[config.mk]
export PLATFORM = sky130hd
export DESIGN_NAME = mul8_unit
export DESIGN_NICKNAME = d
export VERILOG_FILES = /design/src/rtl/mul8_pkg.sv /design/src/rtl/mul8_opext.sv /design/src/rtl/mul8_core.sv /design/src/rtl/mul8_post.sv /design/src/rtl/mul8_unit.sv
export SDC_FILE = /design/constraint.sdc
export NUM_CORES = 1
export LEC_CHECK = 0
export ABC_AREA = 1
export ABC_CLOCK_PERIOD_IN_PS = 6500
export BUFFER_PORTS_ARGS = -buffer_cell sky130_fd_sc_hd__clkbuf_2
export CORE_MARGIN = 2
export CORE_UTILIZATION = 30
export CTS_CLUSTER_DIAMETER = 50
export DETAILED_ROUTE_END_ITERATION = 6
export GPL_TIMING_DRIVEN = 1
export MAX_ROUTING_LAYER = met4
export SLEW_MARGIN = 20
export SYNTH_ARGS = -nofsm -noshare
export SYNTH_HDL_FRONTEND = slang
export SYNTH_SLANG_ARGS = --single-unit
export TNS_END_PERCENT = 100
[constraint.sdc]
create_clock -name clk -period 6.5 [get_ports clk]
set_clock_uncertainty 0.15 [all_clocks]
set_input_delay 0.975 -clock clk [delete_from_list [all_inputs] [get_ports clk]]
set_output_delay 0.975 -clock clk [all_outputs]
set_load 0.01 [all_outputs]
[src/rtl/mul8_pkg.sv]
package mul8_pkg;

    localparam int OPW_DEF = 8;

    // Signedness selector, taken from mode bits 1:0
    typedef enum logic [1:0] {
        SGN_UU  = 2'b00,
        SGN_SS  = 2'b01,
        SGN_SU  = 2'b10,
        SGN_RSV = 2'b11
    } sign_sel_e;

    typedef struct packed {
        logic a_signed;
        logic b_signed;
        logic frac;
    } mode_ctl_t;

    function automatic mode_ctl_t decode_mode(input logic [2:0] m);
        mode_ctl_t c;
        sign_sel_e s;
        s = sign_sel_e'(m[1:0]);
        c.frac = m[2];
        case (s)
            SGN_SS:  begin c.a_signed = 1'b1; c.b_signed = 1'b1; end
            SGN_SU:  begin c.a_signed = 1'b1; c.b_signed = 1'b0; end
            default: begin c.a_signed = 1'b0; c.b_signed = 1'b0; end
        endcase
        return c;
    endfunction

endpackage

[src/rtl/mul8_opext.sv]
module mul8_opext #(
    parameter int W = 8
) (
    input  logic [W-1:0]      opnd,
    input  logic              is_signed,
    output logic signed [W:0] ext
);
    // One extra bit: sign copy for signed operands, zero otherwise
    assign ext = $signed({is_signed & opnd[W-1], opnd});
endmodule

[src/rtl/mul8_core.sv]
module mul8_core #(
    parameter int W = 8
) (
    input  logic signed [W:0] a_ext,
    input  logic signed [W:0] b_ext,
    output logic [2*W-1:0]    raw
);
    localparam int FW = 2*W + 2;

    logic signed [FW-1:0] a_full;
    logic signed [FW-1:0] b_full;
    logic signed [FW-1:0] full;

    assign a_full = $signed({{(W+1){a_ext[W]}}, a_ext});
    assign b_full = $signed({{(W+1){b_ext[W]}}, b_ext});
    assign full   = a_full * b_full;
    assign raw    = full[2*W-1:0];
endmodule

[src/rtl/mul8_post.sv]
module mul8_post #(
    parameter int W = 8
) (
    input  logic [2*W-1:0] raw,
    input  logic           frac,
    output logic [2*W-1:0] result,
    output logic           carry,
    output logic           zero
);
    localparam int PW = 2*W;

    logic [PW-1:0] doubled;

    assign doubled = {raw[PW-2:0], 1'b0};

    always_comb begin
        result = frac ? doubled : raw;
        carry  = raw[PW-1];
        zero   = (result == '0);
    end
endmodule

[src/rtl/mul8_unit.sv]
module mul8_unit
    import mul8_pkg::*;
#(
    parameter int W = OPW_DEF
) (
    input  logic           clk,
    input  logic           rst,
    input  logic           start,
    input  logic [2:0]     mode,
    input  logic [W-1:0]   opa,
    input  logic [W-1:0]   opb,
    output logic [2*W-1:0] product,
    output logic           carry,
    output logic           zero,
    output logic           done
);
    localparam int PW = 2*W;

    mode_ctl_t         ctl;
    logic signed [W:0] a_ext;
    logic signed [W:0] b_ext;
    logic [PW-1:0]     raw;
    logic [PW-1:0]     res_c;
    logic              carry_c;
    logic              zero_c;

    assign ctl = decode_mode(mode);

    mul8_opext #(.W(W)) u_ext_a (.opnd(opa), .is_signed(ctl.a_signed), .ext(a_ext));
    mul8_opext #(.W(W)) u_ext_b (.opnd(opb), .is_signed(ctl.b_signed), .ext(b_ext));

    mul8_core #(.W(W)) u_core (.a_ext(a_ext), .b_ext(b_ext), .raw(raw));

    mul8_post #(.W(W)) u_post (
        .raw(raw), .frac(ctl.frac),
        .result(res_c), .carry(carry_c), .zero(zero_c)
    );

    always_ff @(posedge clk) begin
        if (rst) begin
            product <= '0;
            carry   <= 1'b0;
            zero    <= 1'b0;
            done    <= 1'b0;
        end else begin
            done <= start;
            if (start) begin
                product <= res_c;
                carry   <= carry_c;
                zero    <= zero_c;
            end
        end
    end
endmodule

* Word level (Yosys, flattened, before mapping)
Cells that the tools add are included.
Cells by class: $mul 1, reduce and logical (&&, ||, !) cells 1, bitwise logic cells 2, multiplexer cells 2, equality and inequality tests 2
Operators by type and width (count):
- 16-bit logical NOT | 1
- 9-bit by 9-bit multiplier with 16-bit output | 1
- 16-bit 2-to-1 mux | 1
- 2-bit case mux with 2 select lines | 1
- 1-bit AND | 2
- 2-bit by 1-bit == test with 1-bit output (second input constant) | 1
- 2-bit == test (second input constant) | 1
Word-level totals: output and inout bits 19, logic and storage cells 12, bits in registers 19, input port bits 22

* Depth between registers and ports, before layout
Gate-level depths: netlist (run 1).
word-level depth 6, depth in mapped cells 27, depth with buffers taken out 27

* Hierarchy
From an unflattened synthesis (run 1), not the netlist that was laid out.
Second synthesis, totals: cell total of the unflattened synthesis 657, area, all modules 4478.0 um2
By module, submodules not included:
- mul8_core | seq. area each 0.0 um2, instances 1, cells each 421, area each 3049.2 um2
- mul8_unit | seq. area each 380.4 um2, instances 1, cells each 120, area each 863.3 um2
- mul8_post | seq. area each 0.0 um2, instances 1, cells each 96, area each 430.4 um2
- mul8_opext | seq. area each 0.0 um2, instances 2, cells each 10, area each 67.6 um2

* Worst setup path before layout (run 1)
OpenSTA, ideal clock, no wires.
path type input -> register, from input port mode[1], to register zero, data arrival time 5.459 ns, stages 25, setup slack 0.761 ns, path buffers 0, data required time 6.219 ns, library setup time 0.131 ns, cells stage by stage inv_1 ha_1 nor2_1 inv_1 fa_1 inv_1 fa_1 fa_1 fa_1 inv_1 fa_1 inv_1 ha_1 nand2_1 inv_1 nand2_1 nand2_1 nand2_1 nand3_1 nand2_1 clkinv_1 o21ai_0 nand2_2 nand2_1 a21oi_2
On the way: longest elaborated chain between the ends 6, elaborated cells on any way between the ends 8, classes of those cells mul: 1; eq/ne: 2; mux: 2; bitwise: 2; reduce/logical: 1
RTL lines:
- start: declaration | line mul8_unit.sv:9 | input logic [2:0] mode,
- 2-bit == test or 2-bit by 1-bit == test with 1-bit output (tied branches) | line mul8_pkg.sv:24 | case (s)
- 2-bit case mux with 2 select lines (*) | line mul8_pkg.sv:24
- 1-bit AND | line mul8_opext.sv:9 | assign ext = $signed({is_signed & opnd[W-1], opnd});
- 9-bit by 9-bit multiplier with 16-bit output (*) | line mul8_core.sv:16 | assign full = a_full * b_full;
- 16-bit 2-to-1 mux (*) | line mul8_post.sv:17 | result = frac ? doubled : raw;
- 16-bit logical NOT (*) | line mul8_post.sv:19 | zero = (result == '0);
- end signal: assignment | line mul8_unit.sv:50 | zero <= zero_c;
- end: declaration | line mul8_unit.sv:14 | output logic zero,
Mark *: on every way between the ends. The rest lies on a longest branch, timed or not. A chain may end at the register's enable or synchronous reset.

* Worst setup path after layout (run 1)
Ends and elaborated chain as after synthesis.

==> impl_metrics.toml, run 1 <==
[grt]
grt_pass1_wl_mm = 15.6
antenna_found_initial = 0
grt_max_degree = 28
grt_pass1_vias = 3545
overflow = 0
grt_usage_pct = 13.3

[floorplanning]
die-area_um2 = 14500
start_util_pct = 30.7
die_h_um = 120
fp.coreArea_um2 = 13200
fp.dieW_um = 120
rows = 42
io_pins = 41

[setup_path]
cp_slowest_cell = "fa_1"
cp_data_required_time_ns = 6.54
path_buf_inv = 6
cp-end-kind = "register"
crit_top_cell = "nand2_1"
critPathMaxStageDelay_ns = 0.54
cp.arrival_ns = 5.90
worstSetupStartpointType = "input pin"
r2r_setup_slack_ns = 5.65
reg2reg_to = "product[13]"
critical_path_class = "input pin to register"
r2r-start = "product[13]"
startpoint = "mode[1]"
crit_fanout = 6
path_delay_family = "adder cells"
r2r_cells = 4

[cts]
cts-root-buf = "clkbuf_16"
cts_max_level = 1
ctsLongestPathBuffers = 2
cts_made_buffers = 3
clk_latency_ns = 0.25
cts.clk_slew.worst_paths_ns = 0.05
cts_tree = "built"
cts_resized = 0
cts.sinks = 19
cts.repair_timing.setup_buffer_count = 0
holdBufCountCts = 0

[cells_and_area]
fin_cells = 788
syn_to_final_growth_pct = 9.95
final_nets = 732
multiInputGateArea_um2 = 2950
fill_cells = 1495
diodes = 0
seqCellArea_um2 = 380
drive_above_1_share_pct = 10.9
fin_area_um2 = 4470

[synthesis]
synth_area_um2 = 4060
synth_most_common_cell = "inv_1"
synth-seq-area-share_pct = 9.37
avgSynthCellArea_um2 = 6.88
synth_commonest_cells = "160 x inv_1, 153 x nand2_1, 63 x fa_1, 44 x nor2_1, 34 x ha_1"
yosysTopAreaCell = "fa_1"
synth_ff_type = "dfxtp_1"
ys_types = 29
ys_ff_latch = 19
synth_top_area_share_pct = 31.1
yosys_warnings = 0
ys_top_cells_by_area = "fa_1 31%, inv_1 15%, nand2_1 14%"
async_reset_ff_share_pct = 0
synth_edf_count = 0
syn_nets = 709
syn_inst = 590

[pwr]
p_leak_nw = 2.75
switching_share_pct = 54.3
p_int_w = 0.000705
comb_power_share_pct = 81.4
ir_worst_vdd_v = 0.000116
power_w = 0.00154
power.switching_w = 0.000838
clkPwrFrac_pct = 8.2
p_seq_share_pct = 10.3
p_per_area_nw_per_um2 = 346

[placement]
finalWeightedCongestion = 0.833
place_area_um2 = 4390
dp_hpwl_mm = 7.25
post-place-cells = 784
io_buffers = 40

[timing]
tightest_slew_ns = 0.523
setup_viol = 0
finalCriticalPeriod_ns = 5.86
rsz0062_at_grt = "false"
fin_crit_sh_pct = 90.2
hold_slack_ns = 0.336
hold_violations = 0
tns_ns = 0
slew_headroom_pct = 65.1
report.final.slew_viol_count = 0
max_freq_mhz = 171

[routing]
routed_wirelength_mm = 8.52
drt-initial-drc-count = 160
drcViolationCount = 0
routed_via_density = 4.31
first_pass_iters = 4
wire_per_inst_um = 10.8
ant_nets = 0
vias = 3393

[worst_hold_path]
worstHoldPathCells = 2
holdCritStartpoint = "carry"
min_path_type = "register to register"
whs_endpoint = "carry"

[status]
outcome = "completed"

[flow_run]
cap_violations = 0
kinds of logic (layout without fill, tap and decap cells):
logic type,count (synthesis),after routing,share of synthesized area [%]
simple gates,245,245,25.1
buf+inv,191,213,18.1
fa+ha+maj,97,97,41.5
compound gates,33,33,4.87
flops,19,19,9.37
xor+xnor,5,5,1.08
routing by layer:
layer	routed length (um)	vias to the layer above	global-route usage (%)
met5	0	-	-
met4	72	0	2.25
met3	301	8	1.32
met2	4410	52	24.6
met1	3740	1586	15.9
li1	-	1747	-
power by group through the flow:
stage          Combinational, W  Sequential, W  Clock (W)
3_5_place_dp            0.00127       0.000163          0
6_report                0.00126       0.000160   0.000127
2_1_floorplan          0.000995       0.000175          0
3_3_place_gp            0.00127       0.000162          0
4_1_cts                 0.00128       0.000160   0.000131
5_1_grt                 0.00151       0.000163   0.000137
worst reg2reg max path, stage by stage, from the launching register on:
cell and delay [ns]:
dfxtp_1 0.31, nor2_1 0.09, nor2_1 0.05, o21ai_0 0.09, inv_1 0.06
how the worst max path moves through the flow:
stage / end / slack, ns / cells past startpoint
2_1_floorplan: zero / 0.76 / 25
3_3_place_gp: zero / 0.39 / 26
3_5_place_dp: zero / 0.36 / 26
4_1_cts: zero / 0.63 / 26
5_1_grt: zero / 0.25 / 25
6_report: zero / 0.64 / 26
metrics by stage:
step	setup slack [ns]	utilization, %
after floorplan	0.761	-
after global placement	0.389	33.1
after detailed placement	0.357	33.1
after CTS	0.628	33.7
after global routing	0.245	33.7
final	0.638	33.7
cells in the final DEF, fill, tap and decap left out, drive strengths merged:
cell       n
or2        3
xnor2      3
nand4      2
clkinv     3
o211ai     6
nand3b     1
fa        63
nand3     32
ha        34
clkbuf    43
nor2      44
o21ai     16
o211a      1
a21o       2
dfxtp     19
xor2       2
nand2    163
buf        1
a21oi      7
o2111ai    1
inv      166
flip-flops by register name, indices dropped and copies added, names as in the netlist:
| register | flops |
|---|---|
| done | 1 |
| product | 16 |
| zero | 1 |
| carry | 1 |
cell type report:
class,instances,share of cell area (%)
multi-input combinational,380,66.0
inverter,168,14.1
clock buffer,3,1.68
timing repair buffer,41,4.65
sequential,19,8.52
clock inverter,1,0.112
tap,176,4.93
Power figures use the tool's default switching activity.
==> run 2: changes to the inputs <==
--- a/config.mk
+++ b/config.mk
@@ -5,13 +5,12 @@
 export SDC_FILE = /design/constraint.sdc
 export NUM_CORES = 1
 export LEC_CHECK = 0
-export ABC_AREA = 1
 export ABC_CLOCK_PERIOD_IN_PS = 6500
-export BUFFER_PORTS_ARGS = -buffer_cell sky130_fd_sc_hd__clkbuf_2
 export CORE_MARGIN = 2
 export CORE_UTILIZATION = 30
 export CTS_CLUSTER_DIAMETER = 50
 export DETAILED_ROUTE_END_ITERATION = 6
+export DONT_BUFFER_PORTS = 1
 export GPL_TIMING_DRIVEN = 1
 export MAX_ROUTING_LAYER = met4
 export SLEW_MARGIN = 20
==> impl_metrics.toml, run 2 <==
[timing]
fin_ws_ns = 0.345
report.final.slew_viol_count = 0
hold_violations = 0
tns_ns = 0
setup_viol = 0
max_freq_mhz = 162
slew_headroom_pct = 78.1
rsz0062_at_grt = "false"
finalCriticalPeriod_ns = 6.15
fin_crit_sh_pct = 94.7
tightest_slew_ns = 0.326

[floorplanning]
die_h_um = 118
start_util_pct = 30.9
die-area_um2 = 14000
fp.coreArea_um2 = 12700
rows = 41
fp.dieW_um = 118
io_pins = 41

[pwr]
ir_worst_vdd_v = 0.000169
power.switching_w = 0.000916
p_seq_share_pct = 10.4
clkPwrFrac_pct = 7.0
p_leak_nw = 1.98
comb_power_share_pct = 82.7
p_int_w = 0.000873
switching_share_pct = 51.2
p_per_area_nw_per_um2 = 433

[cts]
holdBufCountCts = 0
cts.sinks = 19
cts_tree = "built"
cts_made_buffers = 3
cts-root-buf = "clkbuf_16"
cts_max_level = 1
cts.clk_slew.worst_paths_ns = 0.05
ctsLongestPathBuffers = 2
cts_resized = 0
clk_latency_ns = 0.25
cts.repair_timing.setup_buffer_count = 0

[cells_and_area]
mostFrequentLayoutCells = "84 x inv_1, 63 x fa_1, 44 x nand2_1"
syn_to_final_growth_pct = 5.66
fill_cells = 1345
drive_above_1_share_pct = 5.29
largest_reg_flops = 16
fin_util_pct = 32.6
fin_area_um2 = 4130
diodes = 0
final_nets = 555
mostFrequentLayoutCell = "inv_1"
fin_cells = 607
regMostFlops = "product"

[routing]
ant_nets = 0
drcViolationCount = 0
wire_per_inst_um = 13.9
routed_wirelength_mm = 8.42
vias = 2891
drt-initial-drc-count = 144
routed_via_density = 4.76
first_pass_iters = 4

[grt]
antenna_found_initial = 0
grt_pass1_vias = 3261
grt_max_degree = 31
grt_usage_pct = 13.5
overflow = 0
grt_pass1_wl_mm = 15.3

[synthesis]
async_reset_ff_share_pct = 0
ys_top_cells_by_area = "fa_1 32%, ha_1 11%, dfxtp_1 9.7%"
syn_inst = 449
synth_commonest_cells = "84 x inv_1, 63 x fa_1, 44 x nand2_1, 35 x and2_1, 34 x ha_1"
synth_edf_count = 0
synth-seq-area-share_pct = 9.72
synth_top_area_share_pct = 32.2
yosysTopAreaCell = "fa_1"
syn_nets = 568
avgSynthCellArea_um2 = 8.71
synth_ff_type = "dfxtp_1"
synth_most_common_cell = "inv_1"
synth_area_um2 = 3910
ys_ff_latch = 19
yosys_warnings = 0
ys_types = 53

[setup_path]
worstSetupStartpointType = "input pin"
cp-end-kind = "register"
cp_data_required_time_ns = 6.55
cp.arrival_ns = 6.20
crit_top_cell = "fa_1"
critPathMaxStageDelay_ns = 0.54
cp_slowest_cell = "fa_1"
crit_fanout = 7
critical_path_class = "input pin to register"
crit_chain = "inv_1, ha_1, and2b_1, nand2_1, fa_1, inv_1, fa_1, fa_1, fa_1, inv_1, fa_1, inv_1, ha_1, o21ai_2, o21ai_1, a311oi_1, nor4b_2, a31oi_2, nor4b_2, a21o_1"

[flow_run]
cap_violations = 0

[placement]
dp_hpwl_mm = 7.16
post-place-cells = 603
dp_worst_setup_slack_ns = 0.111
finalWeightedCongestion = 0.815
io_buffers = 0
place_area_um2 = 4050

[status]
outcome = "completed"

[worst_hold_path]
min_path_type = "register to register"
-- run 2: final cells by class --
cell class / instances / area [um2] / share of cell area (%)
well taps: 172 / 215 / 5.21
multi-input cells: 324 / 3120 / 75.5
clock buffers: 4 / 78.8 / 1.91
flip-flops and latches: 19 / 380 / 9.20
repair buffers: 2 / 15.0 / 0.363
inverters: 86 / 323 / 7.81
-- run 2: path summary, 6_finish.rpt --
path               from          to  slack (ns)  cells past startpoint
max             mode[1]        zero        0.35                     20
min          product[9]  product[9]        0.38                      2
max reg2reg  product[1]  product[1]        5.57                      2
min reg2reg  product[9]  product[9]        0.38                      2
-- run 2: power groups by stage --
stage / combinational [W] / sequential (W) / clock, W
3_5_place_dp: 0.00149 / 0.000191 / 0
4_1_cts: 0.00150 / 0.000188 / 0.000128
3_3_place_gp: 0.00147 / 0.000191 / 0
6_report: 0.00148 / 0.000185 / 0.000124
5_1_grt: 0.00170 / 0.000190 / 0.000135
2_1_floorplan: 0.00126 / 0.000180 / 0
-- run 2: logic make-up (layout without fill, tap and decap cells) --
group                      after synthesis  after routing  synth area share, %
buffers and inverters                  106             92                 10.5
adders and majority gates               97             97                 43.1
and+or+nand+nor                        145            145                 18.7
muxes                                   15             15                 3.90
DFF                                     19             19                 9.72
xor gates and xnor gates                14             14                 3.14
AOI/OAI and AO/OA                       53             53                 10.9
-- run 2: worst max-delay path, delay by kind of cell --
kind	cells	cell delay, ns
and+or+nand+nor	4	1.10
adders and majority gates	7	3.18
buffers and inverters	4	0.17
AOI/OAI and AO/OA	5	0.76
-- run 2: through the flow --
step / power [W] / hold WS, ns
detailed placement: 0.00168 / 0.375
global placement: 0.00166 / 0.374
global route: 0.00203 / 0.415
CTS: 0.00182 / 0.383
finish: 0.00179 / 0.376
floorplan: 0.00144 / 0.345
-- run 2: layer usage --
metal	track usage [%]	vias up	wire, um
met5	-	-	0
met2	25.7	41	4590
met3	1.50	6	252
met4	2.03	0	68
li1	-	1387	-
met1	15.4	1457	3510
==> run 3: changes to the inputs <==
--- a/config.mk
+++ b/config.mk
@@ -7,13 +7,13 @@
 export LEC_CHECK = 0
 export ABC_CLOCK_PERIOD_IN_PS = 6500
 export CORE_MARGIN = 2
-export CORE_UTILIZATION = 30
+export CORE_UTILIZATION = 55
 export CTS_CLUSTER_DIAMETER = 50
 export DETAILED_ROUTE_END_ITERATION = 6
 export DONT_BUFFER_PORTS = 1
 export GPL_TIMING_DRIVEN = 1
 export MAX_ROUTING_LAYER = met4
-export SLEW_MARGIN = 20
+export PLACE_DENSITY = 0.7
 export SYNTH_ARGS = -nofsm -noshare
 export SYNTH_HDL_FRONTEND = slang
 export SYNTH_SLANG_ARGS = --single-unit
==> impl_metrics.toml, run 3 (synthesis results as in run 2) <==
[pwr]
p_per_area_nw_per_um2 = 433
ir_worst_vdd_v = 0.000439
p_leak_nw = 1.96

[cts]
cts_resized = 0
cts.clk_slew.worst_paths_ns = 0.07
cts-root-buf = "clkbuf_8"
holdBufCountCts = 0
cts_made_buffers = 3
clk_latency_ns = 0.25
cts.sinks = 19
ctsLongestPathBuffers = 2
cts.repair_timing.setup_buffer_count = 0
cts_tree = "built"
cts_max_level = 1

[setup_path]
r2r_setup_slack_ns = 5.59
cp_data_required_time_ns = 6.55
startpoint = "mode[1]"
r2r-start = "product[1]"
critical_path_class = "input pin to register"
timing.critical_path.to = "zero"
cp.arrival_ns = 6.04
worstSetupStartpointType = "input pin"
reg2reg_to = "product[1]"
r2r_cells = 2
cp-end-kind = "register"
crit_fanout = 5

[routing]
drt-initial-drc-count = 156
first_pass_iters = 4
vias = 2905
routed_wirelength_mm = 7.61
drcViolationCount = 0
wire_per_inst_um = 14.3
ant_nets = 0
routed_via_density = 5.47

[status]
outcome = "completed"

[cells_and_area]
fill_cells = 654
largest_reg_flops = 16
diodes = 0
syn_to_final_growth_pct = 2.40
fin_cells = 531
drive_above_1_share_pct = 5.52
mostFrequentLayoutCells = "84 x inv_1, 63 x fa_1, 44 x nand2_1"
final_nets = 555
mostFrequentLayoutCell = "inv_1"
regMostFlops = "product"

[grt]
grt_pass1_vias = 3132
grt_max_degree = 31
overflow = 0
grt_pass1_wl_mm = 13.8
antenna_found_initial = 0
grt_usage_pct = 22.8

[placement]
post-place-cells = 527
dp_worst_setup_slack_ns = 0.256
dp_hpwl_mm = 6.35
finalWeightedCongestion = 0.858
io_buffers = 0

[worst_hold_path]
holdCritStartpoint = "product[5]"
min_path_type = "register to register"

[floorplanning]
die_h_um = 88.3
die-area_um2 = 7800
start_util_pct = 57.3
rows = 30
fp.coreArea_um2 = 6830
fp.dieW_um = 88.3
io_pins = 41

[timing]
rsz0062_at_grt = "false"
tightest_slew_ns = 0.350
hold_violations = 0
fin_ws_ns = 0.508
hold_slack_ns = 0.371
max_freq_mhz = 167
report.final.slew_viol_count = 0
tns_ns = 0
finalCriticalPeriod_ns = 5.99
fin_crit_sh_pct = 92.2
setup_viol = 0
slew_headroom_pct = 76.5

[flow_run]
cap_violations = 0
==> run 3: cell type report <==
| cell class | count | area (um2) | share of cell area (%) |
|---|---|---|---|
| timing repair buffer | 2 | 15.0 | 0.375 |
| clock inverter | 1 | 5.00 | 0.125 |
| inverter | 86 | 323 | 8.06 |
| sequential | 19 | 380 | 9.50 |
| clock buffer | 3 | 41.3 | 1.03 |
| tap | 96 | 120 | 3.00 |
| multi-input combinational | 324 | 3120 | 77.9 |
==> run 3: worst max-delay path: stages <==
cell     delay, ns
inv_1         0.02
ha_1          0.27
and2b_1       0.22
nand2_1       0.13
fa_1          0.51
inv_1         0.05
fa_1          0.54
fa_1          0.44
fa_1          0.54
inv_1         0.05
fa_1          0.53
inv_1         0.04
ha_1          0.34
or2_2         0.34
a21oi_1       0.17
o31ai_1       0.10
nor3_1        0.24
nand3_1       0.13
nor4b_2       0.26
a21o_1        0.14
==> run 3: power breakdown <==
| group | internal [W] | switching (W) | leakage (nW) |
|---|---|---|---|
| registers | 0.000149 | 0.0000334 | 0.157 |
| logic | 0.000627 | 0.000844 | 1.78 |
| clock network | 0.0000426 | 0.0000383 | 0.0255 |
==> run 3: worst min path at each step <==
stage / endpoint / slack [ns] / cells past startpoint
3_3_place_gp: product[5] / 0.37 / 2
4_1_cts: product[5] / 0.38 / 2
6_report: product[5] / 0.37 / 2
3_5_place_dp: product[9] / 0.37 / 2
5_1_grt: product[9] / 0.41 / 2
2_1_floorplan: product[9] / 0.35 / 2
==> run 3: layer usage <==
metal  global-route usage [%]  up-vias  wire (um)
met5                        -        -          0
met4                     3.72        0        142
met3                     2.80       12        237
met2                     39.7       49       3850
met1                     28.9     1453       3380
li1                         -     1391          -
==> run 3: stage by stage <==
stage	instance area, um2	total power, W	util (%)
detailed placement	3960	0.00166	57.9
global placement	3960	0.00164	57.9
finish	4010	0.00173	58.6
floorplan	3910	0.00144	-
CTS	4010	0.00175	58.6
global route	4010	0.00197	58.6
